### src/rtl/qxu_pkg.sv
package qxu_pkg;

  localparam int DATA_BYTES = 4;
  localparam int DATA_W     = DATA_BYTES * 8;

  typedef enum logic [1:0] {
    ST_IDLE   = 2'd0,
    ST_ACCESS = 2'd1,
    ST_DESC   = 2'd2,
    ST_FINISH = 2'd3
  } qxuState_e;

  // strobes from the control FSM into the datapath
  typedef struct packed {
    logic capture;  // latch command fields
    logic latchRd;  // latch returned load data
    logic finish;   // final cycle of the command
  } qxuStrobe_t;

  // size code: 0 = 1 byte, 1 = 2 bytes, 2 = 4 bytes
  function automatic logic [1:0] sizeCode(input logic [2:0] cnt);
    if (cnt[2])      return 2'd2;
    else if (cnt[1]) return 2'd1;
    else             return 2'd0;
  endfunction

  function automatic logic [DATA_BYTES-1:0] laneMask(input logic [1:0] sz);
    case (sz)
      2'd0:    return 4'b0001;
      2'd1:    return 4'b0011;
      default: return 4'b1111;
    endcase
  endfunction

  // mirror the bytes inside the active size, zero elsewhere
  function automatic logic [DATA_W-1:0] mirrorBytes(input logic [DATA_W-1:0] x,
                                                    input logic [1:0] sz);
    logic [DATA_W-1:0] r;
    int n;
    r = '0;
    n = 1 << sz;
    for (int i = 0; i < DATA_BYTES; i++) begin
      if (i < n) r[8*i +: 8] = x[8*(n-1-i) +: 8];
    end
    return r;
  endfunction

endpackage

### src/rtl/qxu_datapath.sv
module qxu_datapath
  import qxu_pkg::*;
#(
  parameter int ADDR_W = 32
) (
  input  logic              clk,
  input  logic              rstN,
  input  qxuStrobe_t        strobe,
  input  logic [2:0]        reqCountLow,
  input  logic [ADDR_W-1:0] cmdAddr,
  input  logic [1:0]        branchMode,
  input  logic [DATA_W-1:0] descDataIn,
  input  logic [DATA_W-1:0] memRdata,
  input  logic              memIsMmio,
  output logic [ADDR_W-1:0] memAddr,
  output logic [1:0]        memSize,
  output logic [DATA_W-1:0] memWdata,
  output logic [DATA_W-1:0] descWdata,
  output logic [DATA_BYTES-1:0] descByteEn,
  output logic              branchEval
);

  logic [1:0]            sizeNew;
  logic [DATA_BYTES-1:0] laneNew;
  logic [ADDR_W-1:0]     offNew;
  logic [DATA_W-1:0]     bitMaskNew;

  logic [1:0]            sizeQ;
  logic [ADDR_W-1:0]     addrQ;
  logic [DATA_W-1:0]     srcQ;
  logic [DATA_W-1:0]     rdQ;
  logic                  branchQ;
  logic [DATA_BYTES-1:0] laneQ;
  logic [DATA_W-1:0]     bitMaskQ;
  logic [DATA_W-1:0]     rdMasked;

  always_comb begin
    sizeNew = sizeCode(reqCountLow);
    laneNew = laneMask(sizeNew);
    offNew  = ADDR_W'((3'd1 << sizeNew) - 3'd1);
  end

  assign laneQ = laneMask(sizeQ);

  // per-lane byte masks for the new and the held size
  for (genvar b = 0; b < DATA_BYTES; b++) begin : g_lane
    assign bitMaskNew[8*b +: 8] = {8{laneNew[b]}};
    assign bitMaskQ[8*b +: 8]   = {8{laneQ[b]}};
  end

  assign rdMasked = memRdata & bitMaskQ;

  always_ff @(posedge clk) begin
    if (!rstN) begin
      sizeQ   <= '0;
      addrQ   <= '0;
      srcQ    <= '0;
      rdQ     <= '0;
      branchQ <= 1'b0;
    end else begin
      if (strobe.capture) begin
        sizeQ   <= sizeNew;
        addrQ   <= cmdAddr & ~offNew;
        srcQ    <= descDataIn & bitMaskNew;
        branchQ <= |branchMode;
      end
      if (strobe.latchRd) begin
        rdQ <= memIsMmio ? mirrorBytes(rdMasked, sizeQ) : rdMasked;
      end
    end
  end

  assign memAddr    = addrQ;
  assign memSize    = sizeQ;
  assign memWdata   = memIsMmio ? mirrorBytes(srcQ, sizeQ) : srcQ;
  assign descWdata  = rdQ;
  assign descByteEn = laneQ;
  assign branchEval = strobe.finish & branchQ;


  size_legal_chk: assert property (@(posedge clk) disable iff (!rstN)
    memSize != 2'd3);


  addr_aligned_chk: assert property (@(posedge clk) disable iff (!rstN)
    (memAddr & ADDR_W'((3'd1 << memSize) - 3'd1)) == '0);


  branch_only_at_end_chk: assert property (@(posedge clk) disable iff (!rstN)
    branchEval |-> strobe.finish);

endmodule

### src/rtl/qxu_ctrl.sv
module qxu_ctrl
  import qxu_pkg::*;
(
  input  logic       clk,
  input  logic       rstN,
  input  logic       start,
  input  logic       isStore,
  input  logic       descWritable,
  input  logic       memAck,
  input  logic       memIsMmio,
  input  logic       memWritable,
  output qxuStrobe_t strobe,
  output logic       memReq,
  output logic       memWrite,
  output logic       descWe,
  output logic       done
);

  qxuState_e state, stateNext;
  logic      storeQ;
  logic      loadOkQ;
  logic      storePermit;

  assign storePermit = memIsMmio | memWritable;

  always_comb begin
    stateNext = state;
    strobe    = '0;
    memReq    = 1'b0;
    memWrite  = 1'b0;
    descWe    = 1'b0;
    done      = 1'b0;
    case (state)
      ST_IDLE: begin
        if (start) begin
          strobe.capture = 1'b1;
          stateNext      = ST_ACCESS;
        end
      end
      ST_ACCESS: begin
        if (storeQ) begin
          memReq   = storePermit;
          memWrite = storePermit;
          if (!storePermit || memAck) stateNext = ST_FINISH;
        end else if (loadOkQ) begin
          memReq = 1'b1;
          if (memAck) begin
            strobe.latchRd = 1'b1;
            stateNext      = ST_DESC;
          end
        end else begin
          stateNext = ST_FINISH;
        end
      end
      ST_DESC: begin
        descWe    = 1'b1;
        stateNext = ST_FINISH;
      end
      default: begin
        done          = 1'b1;
        strobe.finish = 1'b1;
        stateNext     = ST_IDLE;
      end
    endcase
  end

  always_ff @(posedge clk) begin
    if (!rstN) begin
      state   <= ST_IDLE;
      storeQ  <= 1'b0;
      loadOkQ <= 1'b0;
    end else begin
      state <= stateNext;
      if (strobe.capture) begin
        storeQ  <= isStore;
        loadOkQ <= descWritable;
      end
    end
  end


  store_permit_chk: assert property (@(posedge clk) disable iff (!rstN)
    (memReq && memWrite) |-> (memIsMmio || memWritable));


  done_pulse_chk: assert property (@(posedge clk) disable iff (!rstN)
    done |=> !done);


  desc_then_done_chk: assert property (@(posedge clk) disable iff (!rstN)
    descWe |=> done);


  busy_no_capture_chk: assert property (@(posedge clk) disable iff (!rstN)
    (memReq || descWe || done) |-> !strobe.capture);


  load_gate_chk: assert property (@(posedge clk) disable iff (!rstN)
    (memReq && !memWrite) |-> loadOkQ);

endmodule

### src/rtl/quad_xfer_unit.sv
module quad_xfer_unit
  import qxu_pkg::*;
#(
  parameter int ADDR_W = 32
) (
  input  logic              clk,
  input  logic              rstN,
  input  logic              start,
  input  logic              isStore,
  input  logic [2:0]        reqCountLow,
  input  logic [ADDR_W-1:0] cmdAddr,
  input  logic [1:0]        branchMode,
  input  logic              descWritable,
  input  logic [31:0]       descDataIn,
  output logic              memReq,
  output logic              memWrite,
  output logic [ADDR_W-1:0] memAddr,
  output logic [1:0]        memSize,
  output logic [31:0]       memWdata,
  input  logic [31:0]       memRdata,
  input  logic              memAck,
  input  logic              memIsMmio,
  input  logic              memWritable,
  output logic              descWe,
  output logic [3:0]        descByteEn,
  output logic [31:0]       descWdata,
  output logic              done,
  output logic              branchEval
);

  qxuStrobe_t strobe;

  qxu_ctrl i_ctrl (
    .clk          (clk),
    .rstN         (rstN),
    .start        (start),
    .isStore      (isStore),
    .descWritable (descWritable),
    .memAck       (memAck),
    .memIsMmio    (memIsMmio),
    .memWritable  (memWritable),
    .strobe       (strobe),
    .memReq       (memReq),
    .memWrite     (memWrite),
    .descWe       (descWe),
    .done         (done)
  );

  qxu_datapath #(.ADDR_W(ADDR_W)) i_datapath (
    .clk         (clk),
    .rstN        (rstN),
    .strobe      (strobe),
    .reqCountLow (reqCountLow),
    .cmdAddr     (cmdAddr),
    .branchMode  (branchMode),
    .descDataIn  (descDataIn),
    .memRdata    (memRdata),
    .memIsMmio   (memIsMmio),
    .memAddr     (memAddr),
    .memSize     (memSize),
    .memWdata    (memWdata),
    .descWdata   (descWdata),
    .descByteEn  (descByteEn),
    .branchEval  (branchEval)
  );

endmodule

### config.mk
export PLATFORM = sky130hd
export DESIGN_NAME = quad_xfer_unit
export DESIGN_NICKNAME = d
export VERILOG_FILES = /design/src/rtl/qxu_pkg.sv /design/src/rtl/qxu_datapath.sv /design/src/rtl/qxu_ctrl.sv /design/src/rtl/quad_xfer_unit.sv
export SDC_FILE = /design/constraint.sdc
export NUM_CORES = 1
export LEC_CHECK = 0
export ABC_AREA = 1
export BUFFER_PORTS_ARGS = -buffer_cell sky130_fd_sc_hd__buf_4
export CELL_PAD_IN_SITES_DETAIL_PLACEMENT = 1
export CELL_PAD_IN_SITES_GLOBAL_PLACEMENT = 2
export CORE_MARGIN = 3
export CORE_UTILIZATION = 26
export CTS_BUF_LIST = sky130_fd_sc_hd__clkbuf_4 sky130_fd_sc_hd__clkbuf_8 sky130_fd_sc_hd__clkbuf_16
export CTS_CLUSTER_DIAMETER = 50
export DETAILED_ROUTE_END_ITERATION = 10
export PLACE_DENSITY = 0.82
export RECOVER_POWER = 100
export SETUP_SLACK_MARGIN = 0.4
export SLEW_MARGIN = 15
export SYNTH_ARGS = -nofsm -noshare
export SYNTH_HDL_FRONTEND = slang
export SYNTH_SLANG_ARGS = --single-unit
export TNS_END_PERCENT = 1
### constraint.sdc
create_clock -name clk -period 3.63 [get_ports clk]
set_input_delay 0.9075 -clock clk [delete_from_list [all_inputs] [get_ports clk]]
set_output_delay 0.9075 -clock clk [all_outputs]
set_load 0.005 [all_outputs]
==> key figures <==
Clocking
  • Post-CTS Hold Fix Bufs: 0
  • Clock sinks: 103
  • Worst-Skew Late Latency: 0.35 ns
  • CTS tree: built
  • CTS root buf: clkbuf_16
  • Reg clk slew, reported paths: 0.08 ns
  • Longest Clk Path Bufs: 2
  • H-tree levels: 3
  • CTS Buf Count: 9

Global routing
  • Largest net degree at the start of global routing: 51
  • Vias in the first global route: 7078
  • GR Overflow Total: 0
  • First-pass GRT wire length: 40700 um
  • GRT Overall Usage: 19.9%
  • Initial antenna violation count: 0

Logic synthesis
  • Share of the synthesized area in the top cell type: 33.8%
  • Post-synth top flop: dfxtp_1
  • Post-synth EDFFs: 0
  • Top post-synthesis cells by count: nand2_1 (269), o21ai_0 (118), dfxtp_1 (103)
  • Dominant cells by area after synthesis: dfxtp_1 (34%), nand2_1 (17%), o21ai_0 (9.7%), nand3_1 (6.9%), a21oi_1 (6.6%)
  • YS warnings: 0
  • Sequential area share after synthesis: 33.8%
  • Synth area leader: dfxtp_1
  • Syn avg cell area: 6.39 um2
  • Gate Count Post-Synth: 955
  • Synth Register Bits: 103
  • FFs w/ async S/R, synth: 0%
  • Cell with the most instances after synthesis: nand2_1
  • Post-Synthesis Cell Area: 6100 um2
  • Unique masters post-synth: 34

Detailed routing
  • Drt initial violations: 369
  • Routed vias/inst: 4.87
  • Antenna Nets Post-Route: 0
  • Drt pass-1 iters: 4
  • Routed wire per std cell: 17.7 um
  • # DRC: 0
  • Via count: 7088
  • DRT Wirelength: 25800 um

Placed design
  • GP Congestion: 0.830
  • Dpl cell area: 7880 um2
  • DP Cell Count: 1433
  • DP Worst Slack: 0.366 ns
  • Detail Placement HPWL: 19000 um
  • Port bufs: 213

Power and ir drop
  • Lkg Pwr: 3.74 nW
  • Max VDD drop: 0.000271 V
  • Power Total: 5.24 mW
  • Pwr/cell area: 642 nW/um2

Final layout
  • Area Growth Syn to Fin: 33.9%
  • # diodes: 0
  • Share of cells above drive strength 1: 22.6%
  • Final std cells w/o fill: 1456
  • Fillers: 2977
  • Total Nets Final: 1262
  • Post-route cell area: 8160 um2
  • Fin util: 35.7%

Floorplan
  • Starting Density: 26.7%
  • # IOs: 216
  • Die span in y: 159 um
  • Core area: 22800 um2
  • FP Rows: 55
  • Die X: 159 um
  • DIE AREA: 25300 um2

Setup path
  • CP endpoint: memWdata[19]
  • Worst Setup End Kind: primary output
  • Worst Setup Start Kind: flip-flop
  • Kind of critical path: reg2out
  • Crit path launch: i_datapath.memSize[0]$_SDFFE_PN0P_
  • Reg2reg setup slack: 0.58 ns
  • Data required, critical path: 2.72 ns
  • Cells on worst reg2reg path: 7
  • FF-to-FF Start: i_ctrl.state[0]$_SDFFE_PN0P_
  • Max FO, Critical Path: 9
  • Critical Path AT: 2.41 ns
  • RR Endpoint: i_datapath.memAddr[0]$_SDFFE_PN0P_

Status
  • Status: finished clean

STA
  • Unrepaired setup endpoints after global routing: true
  • Slew Limit Headroom: 15.6%
  • Setup Total Neg Slack: 0 ns
  • Worst Slack Setup Final: 0.313 ns
  • Final hold violation count: 0
  • Fin crit period: 3.32 ns
  • Fmax: 0.301 GHz
  • Setup violators final: 0
  • Slew at the pin with the worst max-slew slack: 1.26 ns
  • Slew Limit Fails: 0
  • Final Cycle Share: 91.4%
  • Final Skew: 0.00783 ns
  • Final Hold Slack: 0.469 ns

Run
  • Max cap viols: 0

Min path
  • Hold Path Stages: 2
  • Worst Hold Class: reg2reg
[cell type report]
type	count	area [um2]	share of cell area [%]
sequential	103	2060	25.3
inverter	58	228	2.79
clock buffer	9	225	2.76
multi-input combinational	726	3450	42.3
timing repair buffer	240	1740	21.3
clock inverter	7	63.8	0.782
tap	313	392	4.80
[per-layer routing]
metal	share of wire, %	track usage [%]	wire, um	vias to the layer above
met1	46	26.8	11900	3351
met4	1.2	4.26	318	0
li1	-	-	-	3526
met2	46	32.4	11900	192
met3	6.5	5.05	1680	19
met5	0	0	0	-
[cell usage in the layout, fill, tap and decap left out, drive strengths merged, types with 3 or more instances in the layout]
cell type / count
dfxtp: 103
inv: 58
o211ai: 7
clkinv: 5
conb: 3
ha: 15
o21ai: 141
nor2: 83
buf: 157
o22ai: 8
nor3: 3
a31oi: 16
nand3: 84
a211oi: 9
clkbuf: 92
nand2: 271
a21oi: 83
[logic make-up (layout without fill, tap and decap cells)]
logic type               after synthesis  count (layout)  share of synthesized area [%]
AO/OA/AOI/OAI                        265             265                           23.3
buffers and inverters                127             314                           9.54
adder cells (fa/ha/maj)               15              15                           3.08
other                                  2               3                          0.123
flip-flops                           103             103                           33.8
AND/OR/NAND/NOR                      443             443                           30.1
[timing repair]
| action | CTS | global route |
|---|---|---|
| setup buffers | 2 | 5 |
| pin swaps | 0 | 1 |
| resized for setup | 5 | 8 |
| setup endpoints to repair | 34 | 32 |
| hold endpoints to repair | 0 | 0 |
[registers in the layout, summed over array words and instances, names as in the netlist]
signal / cells
i_ctrl.loadOkQ: 1
i_ctrl.state: 2
i_ctrl.storeQ: 1
i_datapath.branchQ: 1
i_datapath.descWdata: 32
i_datapath.memAddr: 32
i_datapath.memSize: 2
i_datapath.srcQ: 32
[worst min-delay path by stage]
stage                                                    from                             endpoint  slack (ns)
after floorplan              i_datapath.srcQ[26]$_SDFFE_PN0P_     i_datapath.srcQ[26]$_SDFFE_PN0P_        0.45
after CTS                  i_datapath.memAddr[3]$_SDFFE_PN0P_   i_datapath.memAddr[3]$_SDFFE_PN0P_        0.47
after global routing      i_datapath.memAddr[11]$_SDFFE_PN0P_  i_datapath.memAddr[11]$_SDFFE_PN0P_        0.50
after detailed placement   i_datapath.memAddr[3]$_SDFFE_PN0P_   i_datapath.memAddr[3]$_SDFFE_PN0P_        0.46
final                      i_datapath.memAddr[3]$_SDFFE_PN0P_   i_datapath.memAddr[3]$_SDFFE_PN0P_        0.47
after global placement    i_datapath.memAddr[27]$_SDFFE_PN0P_  i_datapath.memAddr[27]$_SDFFE_PN0P_        0.45
[power by group]
group	total [mW]	switching (mW)	leakage, nW	internal (mW)
Sequential	1.50	0.154	0.843	1.35
Clock	0.989	0.507	0.145	0.482
Combinational	2.75	1.76	2.75	0.989
[worst max-delay path, stage by stage, from the launching register on]
cell	delay, ns
dfxtp_1	0.38
inv_1	0.21
ha_2	0.24
inv_1	0.06
ha_1	0.37
clkinvlp_4	0.16
clkbuf_2	0.21
nand2_1	0.10
nand2_1	0.05
o22ai_1	0.14
buf_4	0.14
(Power assumes the default switching activity.)
